`src/rtl/tsm_pkg.sv`:
```
package tsm_pkg;

   typedef enum logic {
      OWN_SEARCH = 1'b0,
      OWN_UPDATE = 1'b1
   } owner_e;

   function automatic int unsigned tsm_max(input int unsigned a, input int unsigned b);
      return (a > b) ? a : b;
   endfunction

   function automatic int unsigned tsm_cnt_w(input int unsigned run_max);
      return (run_max > 1) ? $clog2(run_max) : 1;
   endfunction

endpackage

```
`src/rtl/tsm_slot_sched.sv`:
```
module tsm_slot_sched
   import tsm_pkg::*;
#(
   parameter int unsigned S_SLOTS = 20,
   parameter int unsigned U_SLOTS = 2
) (
   input  logic   clk,
   input  logic   rst_n,
   output owner_e owner_o
);

   localparam int unsigned RUN_MAX = tsm_max(S_SLOTS, U_SLOTS);
   localparam int unsigned CNT_W   = tsm_cnt_w(RUN_MAX);

   owner_e ph_q;

   generate
      if (S_SLOTS == 1 && U_SLOTS == 1) begin : g_toggle
         // one slot each: the phase simply alternates every cycle
         always_ff @(posedge clk or negedge rst_n) begin
            if (!rst_n) ph_q <= OWN_SEARCH;
            else        ph_q <= (ph_q == OWN_SEARCH) ? OWN_UPDATE : OWN_SEARCH;
         end
      end else begin : g_count
         localparam logic [CNT_W-1:0] S_LAST = CNT_W'(S_SLOTS - 1);
         localparam logic [CNT_W-1:0] U_LAST = CNT_W'(U_SLOTS - 1);

         logic [CNT_W-1:0] cnt_q;
         logic             run_end;

         always_comb begin
            if (ph_q == OWN_SEARCH) run_end = (cnt_q == S_LAST);
            else                    run_end = (cnt_q == U_LAST);
         end

         always_ff @(posedge clk or negedge rst_n) begin
            if (!rst_n) begin
               ph_q  <= OWN_SEARCH;
               cnt_q <= '0;
            end else if (run_end) begin
               ph_q  <= (ph_q == OWN_SEARCH) ? OWN_UPDATE : OWN_SEARCH;
               cnt_q <= '0;
            end else begin
               cnt_q <= cnt_q + 1'b1;
            end
         end
      end
   endgenerate

   assign owner_o = ph_q;

endmodule

```
`src/rtl/tsm_port_mux.sv`:
```
module tsm_port_mux
   import tsm_pkg::*;
#(
   parameter int unsigned ADDR_W = 16,
   parameter int unsigned DATA_W = 256
) (
   input  logic              rst_n,
   input  owner_e            owner_i,
   input  logic              srch_req,
   input  logic [ADDR_W-1:0] srch_addr,
   input  logic              upd_req,
   input  logic              upd_we,
   input  logic [ADDR_W-1:0] upd_addr,
   input  logic [DATA_W-1:0] upd_wdata,
   output logic              srch_gnt,
   output logic              upd_gnt,
   output logic              mem_en,
   output logic              mem_we,
   output logic [ADDR_W-1:0] mem_addr,
   output logic [DATA_W-1:0] mem_wdata,
   output logic              iss_rd,
   output owner_e            iss_tag
);

   logic s_slot;
   logic u_slot;

   always_comb begin
      // slot ownership never depends on the other client's request
      s_slot   = rst_n && (owner_i == OWN_SEARCH);
      u_slot   = rst_n && (owner_i == OWN_UPDATE);
      srch_gnt = s_slot && srch_req;
      upd_gnt  = u_slot && upd_req;
      mem_en   = srch_gnt || upd_gnt;
      mem_we   = upd_gnt && upd_we;
      mem_addr  = '0;
      mem_wdata = '0;
      if (srch_gnt) begin
         mem_addr = srch_addr;
      end else if (upd_gnt) begin
         mem_addr = upd_addr;
         if (upd_we) mem_wdata = upd_wdata;
      end
      iss_rd  = srch_gnt || (upd_gnt && !upd_we);
      iss_tag = owner_i;
   end

endmodule

```
`src/rtl/tsm_rd_steer.sv`:
```
module tsm_rd_steer
   import tsm_pkg::*;
#(
   parameter int unsigned DATA_W     = 256,
   parameter bit          RDATA_GATE = 1'b1
) (
   input  logic              clk,
   input  logic              rst_n,
   input  logic              iss_rd,
   input  owner_e            iss_tag,
   input  logic [DATA_W-1:0] mem_rdata,
   output logic              srch_rvalid,
   output logic [DATA_W-1:0] srch_rdata,
   output logic              upd_rvalid,
   output logic [DATA_W-1:0] upd_rdata
);

   logic   pend_q;
   owner_e tag_q;

   // one register stage matches the fixed one-cycle memory read latency
   always_ff @(posedge clk or negedge rst_n) begin
      if (!rst_n) begin
         pend_q <= 1'b0;
         tag_q  <= OWN_SEARCH;
      end else begin
         pend_q <= iss_rd;
         tag_q  <= iss_tag;
      end
   end

   assign srch_rvalid = pend_q && (tag_q == OWN_SEARCH);
   assign upd_rvalid  = pend_q && (tag_q == OWN_UPDATE);

   generate
      if (RDATA_GATE) begin : g_gate
         assign srch_rdata = srch_rvalid ? mem_rdata : '0;
         assign upd_rdata  = upd_rvalid  ? mem_rdata : '0;
      end else begin : g_pass
         assign srch_rdata = mem_rdata;
         assign upd_rdata  = mem_rdata;
      end
   endgenerate

endmodule

```
`src/rtl/tsm_arbiter.sv`:
```
module tsm_arbiter
   import tsm_pkg::*;
#(
   parameter int unsigned ADDR_W     = 16,
   parameter int unsigned DATA_W     = 256,
   parameter int unsigned S_SLOTS    = 20,
   parameter int unsigned U_SLOTS    = 2,
   parameter bit          RDATA_GATE = 1'b1
) (
   input  logic              clk,
   input  logic              rst_n,
   input  logic              srch_req,
   input  logic [ADDR_W-1:0] srch_addr,
   output logic              srch_gnt,
   output logic              srch_rvalid,
   output logic [DATA_W-1:0] srch_rdata,
   input  logic              upd_req,
   input  logic              upd_we,
   input  logic [ADDR_W-1:0] upd_addr,
   input  logic [DATA_W-1:0] upd_wdata,
   output logic              upd_gnt,
   output logic              upd_rvalid,
   output logic [DATA_W-1:0] upd_rdata,
   output logic              mem_en,
   output logic              mem_we,
   output logic [ADDR_W-1:0] mem_addr,
   output logic [DATA_W-1:0] mem_wdata,
   input  logic [DATA_W-1:0] mem_rdata
);

   generate
      if (S_SLOTS < 1 || U_SLOTS < 1) begin : g_bad_slots
         $error("tsm_arbiter: S_SLOTS and U_SLOTS must both be at least 1");
      end
      if (DATA_W < 1 || DATA_W > 1024) begin : g_bad_data
         $error("tsm_arbiter: DATA_W must be within 1..1024");
      end
      if (ADDR_W < 1 || ADDR_W > 32) begin : g_bad_addr
         $error("tsm_arbiter: ADDR_W must be within 1..32");
      end
   endgenerate

   owner_e owner;
   logic   iss_rd;
   owner_e iss_tag;

   tsm_slot_sched #(
      .S_SLOTS (S_SLOTS),
      .U_SLOTS (U_SLOTS)
   ) sched_i (
      .clk     (clk),
      .rst_n   (rst_n),
      .owner_o (owner)
   );

   tsm_port_mux #(
      .ADDR_W (ADDR_W),
      .DATA_W (DATA_W)
   ) mux_i (
      .rst_n     (rst_n),
      .owner_i   (owner),
      .srch_req  (srch_req),
      .srch_addr (srch_addr),
      .upd_req   (upd_req),
      .upd_we    (upd_we),
      .upd_addr  (upd_addr),
      .upd_wdata (upd_wdata),
      .srch_gnt  (srch_gnt),
      .upd_gnt   (upd_gnt),
      .mem_en    (mem_en),
      .mem_we    (mem_we),
      .mem_addr  (mem_addr),
      .mem_wdata (mem_wdata),
      .iss_rd    (iss_rd),
      .iss_tag   (iss_tag)
   );

   tsm_rd_steer #(
      .DATA_W     (DATA_W),
      .RDATA_GATE (RDATA_GATE)
   ) steer_i (
      .clk         (clk),
      .rst_n       (rst_n),
      .iss_rd      (iss_rd),
      .iss_tag     (iss_tag),
      .mem_rdata   (mem_rdata),
      .srch_rvalid (srch_rvalid),
      .srch_rdata  (srch_rdata),
      .upd_rvalid  (upd_rvalid),
      .upd_rdata   (upd_rdata)
   );

endmodule

```
`config.mk`:
```
export PLATFORM = sky130hd
export DESIGN_NAME = tsm_arbiter
export DESIGN_NICKNAME = d
export VERILOG_FILES = /design/src/rtl/tsm_pkg.sv /design/src/rtl/tsm_slot_sched.sv /design/src/rtl/tsm_port_mux.sv /design/src/rtl/tsm_rd_steer.sv /design/src/rtl/tsm_arbiter.sv
export SDC_FILE = /design/constraint.sdc
export NUM_CORES = 1
export LEC_CHECK = 0
export ABC_AREA = 1
export BUFFER_PORTS_ARGS = -buffer_cell sky130_fd_sc_hd__buf_2
export CAP_MARGIN = 20
export CELL_PAD_IN_SITES_DETAIL_PLACEMENT = 1
export CELL_PAD_IN_SITES_GLOBAL_PLACEMENT = 1
export CORE_AREA = 4 4 514 516
export DETAILED_ROUTE_END_ITERATION = 8
export DIE_AREA = 0 0 518 520
export PLACE_DENSITY_LB_ADDON = 0.1
export SYNTH_ARGS = -nofsm -noshare
export SYNTH_HDL_FRONTEND = slang
export SYNTH_SLANG_ARGS = --single-unit
```
`constraint.sdc`:
```
create_clock -name clk -period 4.4 [get_ports clk]
set_input_delay 1.32 -clock clk [delete_from_list [all_inputs] [get_ports clk]]
set_output_delay 1.32 -clock clk [all_outputs]
set_load 0.02 [all_outputs]
```
==> impl_results.md <==
- CP peak stage delay: 0.32 ns
- Filler cell count: 32057
- Worst path top cell family by delay: buffers and inverters
- Critical path required time: 3.08 ns
- Total power: 1.174 mW
- Crit-path cells: buf_2 > nand3_4 > buf_12 > buf_12 > buf_12 > nor2_1 > buf_2
- Yosys reg bits: 8
- Drt via density: 2.294
- Buffers & Inverters on Critical Path: 5
- Synth warn: 0
- 1st-iter DRT viols: 416
- CTS buffer count: 3
- Detail Route Antenna Nets: 0
- Critical path type: input pin to primary output
- Period utilization: between 90% and 100%
- Clock transition at the registers of the reported paths: 0.04 ns
- Mapped cell area: 5936 um^2
- Synth cell types: 20
- Final clock skew: 0.002139 ns
- Peak supply drop: 0.08181 mV
- Rel. slew slack: 49.72%
- Power Dens Cells: 68.87 nW/um^2
- Final critical-path required period: between 4 and 5 ns
- Core footprint: 259200 um^2
- Die H: 520 um
- PostCTS Resize Cnt: 0
- Slew Limit Fails: 0
- Clock Latency Late Sink: 0.23 ns
- Worst-path fanout max: 49
- DR vias: about 14000
- Total global routing overflow: 0
- Number of port buffers: roughly 1300
- Run status: complete, no violations
- Worst-Margin Slew: about 0.75 ns
- Top Ports: between 1000 and 1500
- Final WL: 137800 um
- Most used cell, CP: buf_12
- Sequential cell area: 200.2 um^2
- Top cell type by total area after synthesis: nor2_1
- First-pass GRT wire length: 173800 um
- Area of the multi-input gates: approximately 4200 um^2
- Clock root buffer: clkbuf_16
- Syn avg cell area: 3.976 um^2
- Min setup slack post-route: 0.1604 ns
- DRC viols: 0
- Fmax: 0.2359 GHz
- Starting Density: 2.290%
- CTS Sinks: 8
- Cell row count: 187
- CP max-delay cell: nand3_4
- Final nets: 3323
- Lkg Pwr: 10.57 nW
- Antenna violations before repair: slightly below 50
- Die Footprint: 269400 um^2
- CP arrival: 2.92 ns
- GRT Overall Usage: 9.651%
- Hold Path Class: flip-flop to flip-flop
- Share of layout cells above drive strength 1: 50.42%
- Largest net degree at the start of global routing: 75
- WHS: between 0.4 and 0.5 ns
- Worst setup SP type: input pin
- Cts hold-fix bufs: 0
- Setup_tns: 0 ns
- Clock Tree Buf Depth: 2
- Vias in the first global route: about 16000
- GP Congestion: 0.8488
- RSZ-0062 raised after global routing: no
- Most area-consuming cells after synthesis: nor2_1 49%, nand2_1 20%, inv_1 17%
- Hold Vio Cnt, Final: 0
- First-pass iteration count of the detailed router: 4
- Post-Syn Nets: 2043
- Max Cap Viol: 0
- Post-DP HPWL: 128800 um
- Pre-CTS setup slack: approximately 0.095 ns
- TritonCTS clock tree: done
- Endpoints failing setup: 0
- Die X: 518 um
- Area Growth Syn to Fin: 187.1%
- Synth top area share: 48.76%
- Cells after Synth: 1493
- Sequential element share of the synthesized area: under 10%
- DR WL/cell: 22.28 um
- Setup Fix Bufs, Post-CTS: 0
- Htree depth: 1
- Crit end category: primary output
## cells by family after synthesis
kind of cell,synth area share [%]
DFF,3.373
AOI/OAI and AO/OA,0.2950
xor gates and xnor gates,0.2952
adders and majority gates,0.2108
buffers and inverters,26.31
and+or+nand+nor,69.52
## metrics by stage
stage,util [%],std cells,cell area [um^2]
3_5_place_dp,6.533,6170,16940
5_1_grt,6.562,6173,17010
3_3_place_gp,6.533,6170,16940
6_report,6.574,6185,17040
4_1_cts,6.562,6173,17010
2_1_floorplan,-,1493,5936
## sequential cells by signal, indices dropped and copies added, names as in the netlist
| register | count |
|---|---|
| steer_i.tag_q | 1 |
| sched_i.g_count.cnt_q | 5 |
| sched_i.owner_o | 1 |
| steer_i.pend_q | 1 |
## worst register-to-register path: cells and delay by family (launching register included)
family / cells / cell delay [ns]
simple gates: 1 / 0.34
compound gates: 1 / 0.36
buf+inv: 1 / 0.36
flops: 1 / 0.48
## power breakdown
group / internal, mW / switching [mW]
sequential: 0.0744 / 0.000516
clock: 0.117 / 0.0383
combinational: 0.321 / 0.622
total: 0.513 / 0.661
## layout make-up
type                       count  area share [%]
antenna                       12          0.1762
clock buffer                   3          0.4405
inverter                     269           5.969
multi-input combinational   1101           24.58
sequential                     8           1.175
tap                         3402           24.98
timing repair buffer        1390           42.68
## path summary, 6_finish.rpt
check,slack [ns],start,depth (start not counted),to
max,0.16,rst_n,7,mem_wdata[192]
min,0.50,sched_i.g_count.cnt_q[0],1,sched_i.g_count.cnt_q[0]
max reg2reg,2.72,sched_i.owner_o,3,steer_i.pend_q
min reg2reg,0.50,sched_i.g_count.cnt_q[0],1,sched_i.g_count.cnt_q[0]
max in group asynchronous,3.15,rst_n,2,steer_i.tag_q
min in group asynchronous,0.92,rst_n,1,sched_i.g_count.cnt_q[4]
## Yosys cell counts (all sizes together)
master / number
clkbuf: 22
clkinv: 1
nor3: 1
buf: 93
ha: 1
nor2: 771
inv: 268
xnor2: 1
a21oi: 1
nand3: 6
o21ai: 1
nand4: 1
nand2: 316
xor2: 1
dfrtp: 8
a21boi: 1
## routing by layer
metal,vias up,track usage [%],part of all wire (%)
met5,-,0,0.075
met4,16,0.3625,0.60
met3,80,3.593,9.1
met2,862,20.81,59
met1,6542,8.692,32
li1,6689,-,-
## cells in the final DEF, fill, tap and decap left out, types with 3 or more instances in the layout
| master | count |
|---|---|
| buf_12 | 14 |
| dfrtp_1 | 8 |
| inv_1 | 266 |
| nand2_1 | 315 |
| nor2_1 | 771 |
| buf_2 | 1336 |
| diode_2 | 12 |
| buf_4 | 39 |
| nand3_1 | 5 |
| clkbuf_16 | 3 |
Note: power is estimated with default switching activity, not from simulation.
